$ cat src/rtl/inv_irq_pkg.sv
package inv_irq_pkg;
  localparam int MASK_BIT = 31;
  localparam int PEND_BIT = 30;
  localparam int STAT_BIT = 0;

  // next value of the completion-status flag; a completion beats a clear
  function automatic logic f_stat_next(input logic stat_q, input logic evt, input logic clr);
    return evt | (stat_q & ~clr);
  endfunction

  // a new interrupt condition: flag goes (or stays via same-cycle clear) from clear to set
  function automatic logic f_new_cond(input logic stat_q, input logic evt, input logic clr);
    return evt & (~stat_q | clr);
  endfunction
endpackage

$ cat src/rtl/inv_status_flag.sv
module inv_status_flag
  import inv_irq_pkg::*;
(
  input  logic clk,
  input  logic rst_n,
  input  logic evt,
  input  logic clr,
  output logic stat_q,
  output logic new_cond,
  output logic sw_drop
);
  always_ff @(posedge clk or negedge rst_n) begin
    if (!rst_n) stat_q <= 1'b0;
    else        stat_q <= f_stat_next(stat_q, evt, clr);
  end

  assign new_cond = f_new_cond(stat_q, evt, clr);
  assign sw_drop  = clr & ~evt;

  // flag already set and no clear -> completion raises no new condition
  p_no_repeat_r5: assert property (@(posedge clk) disable iff (!rst_n)
    (stat_q && evt && !clr) |-> !new_cond);
  // completion and clear together leave the flag set
  p_race_set_r10: assert property (@(posedge clk) disable iff (!rst_n)
    (evt && clr) |=> stat_q);
endmodule

$ cat src/rtl/inv_pend_ctl.sv
module inv_pend_ctl (
  input  logic clk,
  input  logic rst_n,
  input  logic ctrl_we,
  input  logic mask_wbit,
  input  logic new_cond,
  input  logic sw_drop,
  input  logic accept,
  input  logic hold,
  input  logic busy,
  output logic mask_q,
  output logic pend_q,
  output logic issue
);
  always_ff @(posedge clk or negedge rst_n) begin
    if (!rst_n) begin
      mask_q <= 1'b1;
      pend_q <= 1'b0;
    end else begin
      if (ctrl_we) mask_q <= mask_wbit;
      if (new_cond)                pend_q <= 1'b1;
      else if (accept || sw_drop)  pend_q <= 1'b0;
    end
  end

  assign issue = pend_q & ~mask_q & ~hold & ~busy & ~sw_drop;

  // acceptance without a fresh condition empties the pending flag
  p_accept_clears_r6: assert property (@(posedge clk) disable iff (!rst_n)
    (accept && !new_cond) |=> !pend_q);
  // hold keeps the pending flag set
  p_hold_keeps_r7: assert property (@(posedge clk) disable iff (!rst_n)
    (pend_q && hold && !accept && !sw_drop) |=> pend_q);
  // software clear without completion drops the pending event
  p_drop_r9: assert property (@(posedge clk) disable iff (!rst_n)
    (sw_drop && !accept) |=> !pend_q);
endmodule

$ cat src/rtl/inv_msg_port.sv
module inv_msg_port #(
  parameter int DW = 32,
  parameter int AW = 64
) (
  input  logic          clk,
  input  logic          rst_n,
  input  logic          issue,
  input  logic [DW-1:0] evt_data,
  input  logic [AW-1:0] evt_addr,
  input  logic          msg_ready,
  output logic          msg_valid,
  output logic [DW-1:0] msg_data,
  output logic [AW-1:0] msg_addr,
  output logic          accept
);
  assign accept = msg_valid & msg_ready;

  always_ff @(posedge clk or negedge rst_n) begin
    if (!rst_n) begin
      msg_valid <= 1'b0;
      msg_data  <= '0;
      msg_addr  <= '0;
    end else if (issue) begin
      msg_valid <= 1'b1;
      msg_data  <= evt_data;
      msg_addr  <= evt_addr;
    end else if (accept) begin
      msg_valid <= 1'b0;
    end
  end

  // stalled request holds its payload
  p_stable_r8: assert property (@(posedge clk) disable iff (!rst_n)
    (msg_valid && !msg_ready) |=> (msg_valid && $stable(msg_data) && $stable(msg_addr)));
  // never a second issue while one is outstanding
  p_single_r8: assert property (@(posedge clk) disable iff (!rst_n)
    msg_valid |-> !issue);
endmodule

$ cat src/rtl/inv_irq_ctrl.sv
module inv_irq_ctrl
  import inv_irq_pkg::*;
#(
  parameter int MSG_DW   = 32,
  parameter int MSG_AW   = 64,
  parameter int REG_AW   = 4,
  parameter int CTRL_OFF = 0,
  parameter int STAT_OFF = 1
) (
  input  logic              clk,
  input  logic              rst_n,
  input  logic              qi_supported,
  input  logic              reg_we,
  input  logic [REG_AW-1:0] reg_addr,
  input  logic [31:0]       reg_wdata,
  output logic [31:0]       reg_rdata,
  input  logic              cmpl_valid,
  input  logic              cmpl_irq,
  input  logic              hold,
  input  logic [MSG_DW-1:0] evt_data,
  input  logic [MSG_AW-1:0] evt_addr,
  output logic              msg_valid,
  input  logic              msg_ready,
  output logic [MSG_DW-1:0] msg_data,
  output logic [MSG_AW-1:0] msg_addr
);
  localparam logic [REG_AW-1:0] CTRL_A = CTRL_OFF[REG_AW-1:0];
  localparam logic [REG_AW-1:0] STAT_A = STAT_OFF[REG_AW-1:0];

  // named internal events
  logic ctrl_wr, stat_clr, evt, stat_q, new_cond, sw_drop;
  logic mask_q, pend_q, issue, accept;
  logic unused_wbits;

  assign unused_wbits = ^reg_wdata[30:1];
  assign ctrl_wr  = qi_supported & reg_we & (reg_addr == CTRL_A);
  assign stat_clr = qi_supported & reg_we & (reg_addr == STAT_A) & reg_wdata[STAT_BIT];
  assign evt      = qi_supported & cmpl_valid & cmpl_irq;

  inv_status_flag u_stat (
    .clk(clk), .rst_n(rst_n), .evt(evt), .clr(stat_clr),
    .stat_q(stat_q), .new_cond(new_cond), .sw_drop(sw_drop)
  );

  inv_pend_ctl u_pend (
    .clk(clk), .rst_n(rst_n), .ctrl_we(ctrl_wr), .mask_wbit(reg_wdata[MASK_BIT]),
    .new_cond(new_cond), .sw_drop(sw_drop), .accept(accept), .hold(hold),
    .busy(msg_valid), .mask_q(mask_q), .pend_q(pend_q), .issue(issue)
  );

  inv_msg_port #(.DW(MSG_DW), .AW(MSG_AW)) u_msg (
    .clk(clk), .rst_n(rst_n), .issue(issue), .evt_data(evt_data), .evt_addr(evt_addr),
    .msg_ready(msg_ready), .msg_valid(msg_valid), .msg_data(msg_data),
    .msg_addr(msg_addr), .accept(accept)
  );

  always_comb begin
    reg_rdata = '0;
    if (qi_supported) begin
      if (reg_addr == CTRL_A) begin
        reg_rdata[MASK_BIT] = mask_q;
        reg_rdata[PEND_BIT] = pend_q;
      end else if (reg_addr == STAT_A) begin
        reg_rdata[STAT_BIT] = stat_q;
      end
    end
  end

  // a request only rises after a cycle with the mask clear
  p_mask_blocks_r3: assert property (@(posedge clk) disable iff (!rst_n)
    $rose(msg_valid) |-> !$past(mask_q));
  // without the strap the mask cannot be written
  p_unsup_r11: assert property (@(posedge clk) disable iff (!rst_n)
    !qi_supported |=> $stable(mask_q));
  // a new condition leaves flag and pending both set
  p_cond_sets_r4: assert property (@(posedge clk) disable iff (!rst_n)
    new_cond |=> (stat_q && pend_q));
endmodule

$ cat config.mk
export PLATFORM = sky130hd
export DESIGN_NAME = inv_irq_ctrl
export DESIGN_NICKNAME = d
export VERILOG_FILES = /design/src/rtl/inv_irq_pkg.sv /design/src/rtl/inv_status_flag.sv /design/src/rtl/inv_pend_ctl.sv /design/src/rtl/inv_msg_port.sv /design/src/rtl/inv_irq_ctrl.sv
export SDC_FILE = /design/constraint.sdc
export NUM_CORES = 1
export LEC_CHECK = 0
export ABC_AREA = 1
export BUFFER_PORTS_ARGS = -buffer_cell sky130_fd_sc_hd__clkbuf_2
export CAP_MARGIN = 25
export CORE_UTILIZATION = 25
export DETAILED_ROUTE_END_ITERATION = 16
export HOLD_SLACK_MARGIN = 0.08
export PLACE_DENSITY_LB_ADDON = 0.2
export SLEW_MARGIN = 20
export SYNTH_ARGS = -nofsm -noshare
export SYNTH_HDL_FRONTEND = slang
export SYNTH_SLANG_ARGS = --single-unit
$ cat constraint.sdc
create_clock -name clk -period 2.8 [get_ports clk]
set_clock_uncertainty 0.15 [all_clocks]
set_input_delay 0.28 -clock clk [delete_from_list [all_inputs] [get_ports clk]]
set_output_delay 0.28 -clock clk [all_outputs]
set_load 0.02 [all_outputs]
# == Word-level counts from Yosys, hierarchy flattened ==
# Cells that the tools add are included.
# W data, S select, Z words.
# classes
n_reduce_logical,4
order_cmp,0
n_div,0
eq_ne,1
n_bitwise,23
n_addsub,0
n_mux,9
n_mul,0
n_shift,0
# ops
operator,n
$and A1 B1 Y1,14
$mux W1,7
$not A1 Y1,7
$eq A4 B1 Y1 const B,1
$logic_not A4 Y1,1
$mux W2,2
$reduce_bool A2 Y1,2
$or A1 B1 Y1,2
$logic_or A1 B1 Y1,1
# word_totals
romBits,0
register_bits,100
inputBits,140
n_memories,0
out_inout_bits,129
word_cells,43
ramBits,0
latch_bits,0

# == Longest topological paths before layout ==
# depth
depth_word,7
ltp_mapped,9
depth_no_buf,7

# == Cells and area by module ==
# A second synthesis with hierarchy kept.
# hier_totals
hier_cells,480
hier_area_um2,4126.5
# modules_own_cells
mod,cells_each,area_per_inst_um2,n_inst,seq_area_each_um2
inv_msg_port,412,3677.3,1,2427.3
inv_irq_ctrl,47,292.8,1,0.0
inv_pend_ctl,14,103.8,1,51.3
inv_status_flag,7,52.6,1,25.0

# == Least setup slack after synthesis ==
# Ideal clock, no wire load.
# synth_path
path_type,flip-flop to flip-flop
startpoint,reg u_msg.msg_valid
endpoint,reg u_msg.msg_addr[21]
t_required_ps,2584
setup_slack_ps,1265
n_path_buf,2
setup_time_ps,66
t_arrival_ps,1319
period_less_slack_ps,1535
stages_incl_launch_ff,6
path_cell_list,dfrtp_1 nor3_4 buf_2 buf_2 nand3_1 nand2_1
# synth_via
elab_chain_len,3
# synth_lines
item,line,text
from (decl),inv_msg_port.sv:11,"output logic msg_valid,"
from (signal assigned),inv_msg_port.sv:20,msg_valid <= 1'b0;
from (signal assigned),inv_msg_port.sv:24,msg_valid <= 1'b1;
from (signal assigned),inv_msg_port.sv:28,msg_valid <= 1'b0;
$not A1 Y1,inv_pend_ctl.sv:26,assign issue = pend_q & ~mask_q & ~hold & ~busy & ~sw_drop;
$and A1 B1 Y1 (2 in a row),inv_pend_ctl.sv:26,
to (signal assigned),inv_msg_port.sv:26,msg_addr <= evt_addr;
to (decl),inv_msg_port.sv:13,"output logic [AW-1:0] msg_addr,"
# No other way between the ends.
# A chain may end at the register's enable or synchronous reset.

# == Worst setup path after layout ==
# layout_path
startpoint,reg u_msg.msg_valid
endpoint,reg u_msg.msg_addr[7]
# Same word-level chain as after synthesis.

==> summary by stage <==
Routing
Once detail routing completed, the nets flagged for antenna violations numbered 0. The detailed-route wire length per cell is 12.69 µm. The pre-antenna-repair detailed-routing pass consisted of 4 iterations. In the routed layout, each cell is associated on average with a via count of 4.148.

For this run, design rule violations remaining after detail routing come to 0. In this run, the number of DRC markers left after iteration 0 of detailed routing was 121. The via total after detailed routing is roughly 4.2k. The routed wire length is roughly 13000 µm.

Logic synthesis
Yosys printed 0 warnings. The sequential-to-total area share from yosys stat is 0.5884. The number of unique standard cell types used by synthesis is 17. The leading area contributor after synthesis is sky130_fd_sc_hd__dfrtp_1.

Summing every instance area after synthesis gives between 4000 and 5000 µm². By area the synthesized netlist is led by sky130_fd_sc_hd__dfrtp_1, sky130_fd_sc_hd__nand2_1, sky130_fd_sc_hd__nand3_1. The top cell type's share of synthesized area is 0.5822. Synthesis inferred 100 register bits. The cell count after synthesis is 486.

Dividing the synthesized area by the synthesized cell count gives approximately 9 µm².

Floorplanning
Pin placement for this block handled between 200 and 300 I/O pins. The die covers between 15000 and 20000 µm². The floorplan step set the die width to 132.5 µm. The area of the core region is ~17000 µm².

In this run the vertical extent of the chip is approximately 130 µm. The initial standard-cell utilization of the core is 0.2566. The floorplan has 47 rows.

Cells and area
Summing all non-filler instances in the final layout gives an area of 6755 µm². Of the cells placed in the final design, the portion with a size suffix greater than 1 is 0.3003. Counting the fill cells in the layout gives around 1.7k.

The commonest non-fill, non-tap cell in the layout is sky130_fd_sc_hd__clkbuf_2. The area added between synthesis and finish is 58.75%. In the layout the commonest cells are sky130_fd_sc_hd__clkbuf_2, sky130_fd_sc_hd__nand2_1, sky130_fd_sc_hd__dlygate4sd3_1. The area of the multi-input gates is between 1000 and 1500 µm².

The count of non-filler cells in the finished layout is roughly 1.0k. The sequential standard cell area is around 2500 µm². At the end of the flow the core is filled with cells to 0.4073. The net count reported at finish is ~920.

The number of antenna diodes in the final layout is 0.

Place
At the end of routability-driven placement, the weighted congestion stood at about 0.77. The count of input and output buffers is about 210. The placement-stage cell area is between 5000 and 6000 µm².

Detailed placement ended at an HPWL of approximately 7700 µm. The total placed cells including tap cells is 890. The post-placement worst setup slack is about 1 ns.

GRT
The initial antenna violation count is 0. For this run the aggregate overflow at the end of global routing stands at 0. The wire length of the first global-routing pass is around 21000 µm. Entering global routing, the biggest net connects 98 pins. In the global route stage, overall resource usage came out at 0.1515.

The number of global-route vias before repair came to about 4.4k.

STA
The final sum of negative setup slack is 0 ns. The transition at the pin with the smallest max-transition slack is about 0.62 ns. The number of failing setup endpoints in the final timing report is 0. Setup slack closes at 0.9780 ns. The maximum achievable frequency is 548.8 MHz. The worst pin sits at a relative slew slack of 0.5836.

The final number of max-transition violations is 0. The final hold violation count came to 0. The worst hold margin is 0.1498 ns.

Setup repair after global routing left no endpoint under its margin. Subtracting the final worst setup slack from the clock period gives roughly 1.8 ns. Of the available clock period, the critical path in the final layout requires 0.6507.

Clock network
The buffer type at the clock tree root is sky130_fd_sc_hd__clkbuf_16. CTS saw 100 sinks. The depth of the CTS H-tree is 3. After clock tree synthesis, the repair step resized 0 gates. The hold buffer count at CTS is 100. TritonCTS built the clock tree. The number of buffers added by the clock tree synthesis step is 9. The number of setup buffers added after CTS is 0. The clock edge transition at the registers on the reported setup and hold paths is approximately 0.07 ns. For the worst-skew pair, the clock arrives at the later sink with an insertion delay of between 0.3 and 0.4 ns. The clock passes through at most 2 buffers.

Worst setup path
The arrival time of data at the critical path endpoint is about 2.0 ns. Measured in cells, the most critical reg-to-reg path has a length of 4. The worst setup path category is reg -> reg. The critical path endpoint category is a register. The worst-path maximum fanout is between 50 and 60. The data required time of the critical path is between 2 and 3 ns. The type of element launching the critical path is a register.

Power
Of the total power, the clock network draws 0.218. In this run the power spent charging and discharging nets is about 2.7 mW. Summing internal, switching and leakage power gives between 6 and 7 mW. The fraction of power spent switching nets is 0.4062.

The reported leakage power is roughly 3.8 nW. The total power density per cell area is between 900 and 1000 nW/µm². The peak supply drop is roughly 430 µV. The part of the total power dissipated in sequential elements is 0.376. Of the total power, combinational logic draws 0.405. The internal portion of the total power is about 4 mW.

Flow run
Across the run, the number of max-cap violations was 0.

Min path
The classification of the worst-slack hold path is in -> reg. The cell depth of the worst hold path is 3.

Outcome
The run finished with clean final reports.
[sequential cells by signal (all words and copies together), names as in the netlist]
name,flops
u_msg.msg_addr,64
u_msg.msg_data,32
u_pend.pend_q,1
u_pend.mask_q,1
u_stat.stat_q,1
u_msg.msg_valid,1
[critical path, cell delays in order, from the launching register on]
cell and delay, ns:
sky130_fd_sc_hd__dfrtp_1 0.44, sky130_fd_sc_hd__nor3_4 0.29, sky130_fd_sc_hd__buf_4 0.55, sky130_fd_sc_hd__nand3_1 0.18
sky130_fd_sc_hd__nand2_1 0.10
[layout make-up]
class | instances | share of cell area
multi-input cells | 345 | 0.2156
inverters | 10 | 0.005557
repair buffers | 315 | 0.3156
well taps | 220 | 0.04075
flip-flops and latches | 100 | 0.3706
clock inverters | 6 | 0.01648
clock buffers | 10 | 0.03538
[layer usage]
layer | share of wire | global-route usage | up-vias | wire, µm
met2 | 0.49 | 0.2637 | 156 | 6237
met5 | 0 | 0 | - | 0
met3 | 0.057 | 0.03372 | 12 | 722
met1 | 0.44 | 0.1819 | 1940 | 5616
met4 | 0.015 | 0.05747 | 0 | 186
li1 | - | - | 2065 | -
[cells in the mapped netlist]
| master | instances |
|---|---|
| sky130_fd_sc_hd__nor2_1 | 7 |
| sky130_fd_sc_hd__nand3_2 | 1 |
| sky130_fd_sc_hd__clkbuf_1 | 11 |
| sky130_fd_sc_hd__o21ai_0 | 2 |
| sky130_fd_sc_hd__inv_2 | 1 |
| sky130_fd_sc_hd__nor3_4 | 1 |
| sky130_fd_sc_hd__nand3_1 | 99 |
| sky130_fd_sc_hd__nand2_2 | 1 |
| sky130_fd_sc_hd__inv_1 | 9 |
| sky130_fd_sc_hd__dfrtp_1 | 99 |
| sky130_fd_sc_hd__buf_4 | 30 |
| sky130_fd_sc_hd__nand2_1 | 204 |
| sky130_fd_sc_hd__dfstp_2 | 1 |
| sky130_fd_sc_hd__conb_1 | 1 |
| sky130_fd_sc_hd__a21oi_1 | 1 |
| sky130_fd_sc_hd__buf_6 | 3 |
| sky130_fd_sc_hd__buf_2 | 15 |
[path summary, 6_finish.rpt]
check	startpoint	to	slack, ns
worst max-delay path	u_msg.msg_valid$_DFFE_PN0P_	u_msg.msg_addr[7]$_DFFE_PN0P_	0.98
worst min-delay path	cmpl_irq	u_stat.stat_q$_DFF_PN0_	0.15
worst min register to register	u_msg.msg_addr[38]$_DFFE_PN0P_	u_msg.msg_addr[38]$_DFFE_PN0P_	0.32
min in group asynchronous	rst_n	u_msg.msg_addr[0]$_DFFE_PN0P_	0.34
max in group asynchronous	rst_n	u_pend.mask_q$_DFFE_PN1P_	1.35
worst max register to register	u_msg.msg_valid$_DFFE_PN0P_	u_msg.msg_addr[7]$_DFFE_PN0P_	0.98
[power groups by stage]
| stage | clock network (mW) | logic [mW] | registers, mW |
|---|---|---|---|
| 2_1_floorplan | 0 | 0.813 | 3.28 |
| 3_3_place_gp | 0 | 2.55 | 2.46 |
| 3_5_place_dp | 0 | 2.59 | 2.49 |
| 4_1_cts | 1.50 | 2.69 | 2.47 |
| 5_1_grt | 1.55 | 2.93 | 2.56 |
| 6_report | 1.44 | 2.67 | 2.48 |
[cells by family after synthesis]
| family | after synthesis | synth area share |
|---|---|---|
| other cells | 1 | 0.0008812 |
| flops | 100 | 0.5884 |
| simple gates | 313 | 0.3102 |
| compound gates | 3 | 0.003527 |
| buf+inv | 69 | 0.09703 |
(Power assumes the default switching activity.)
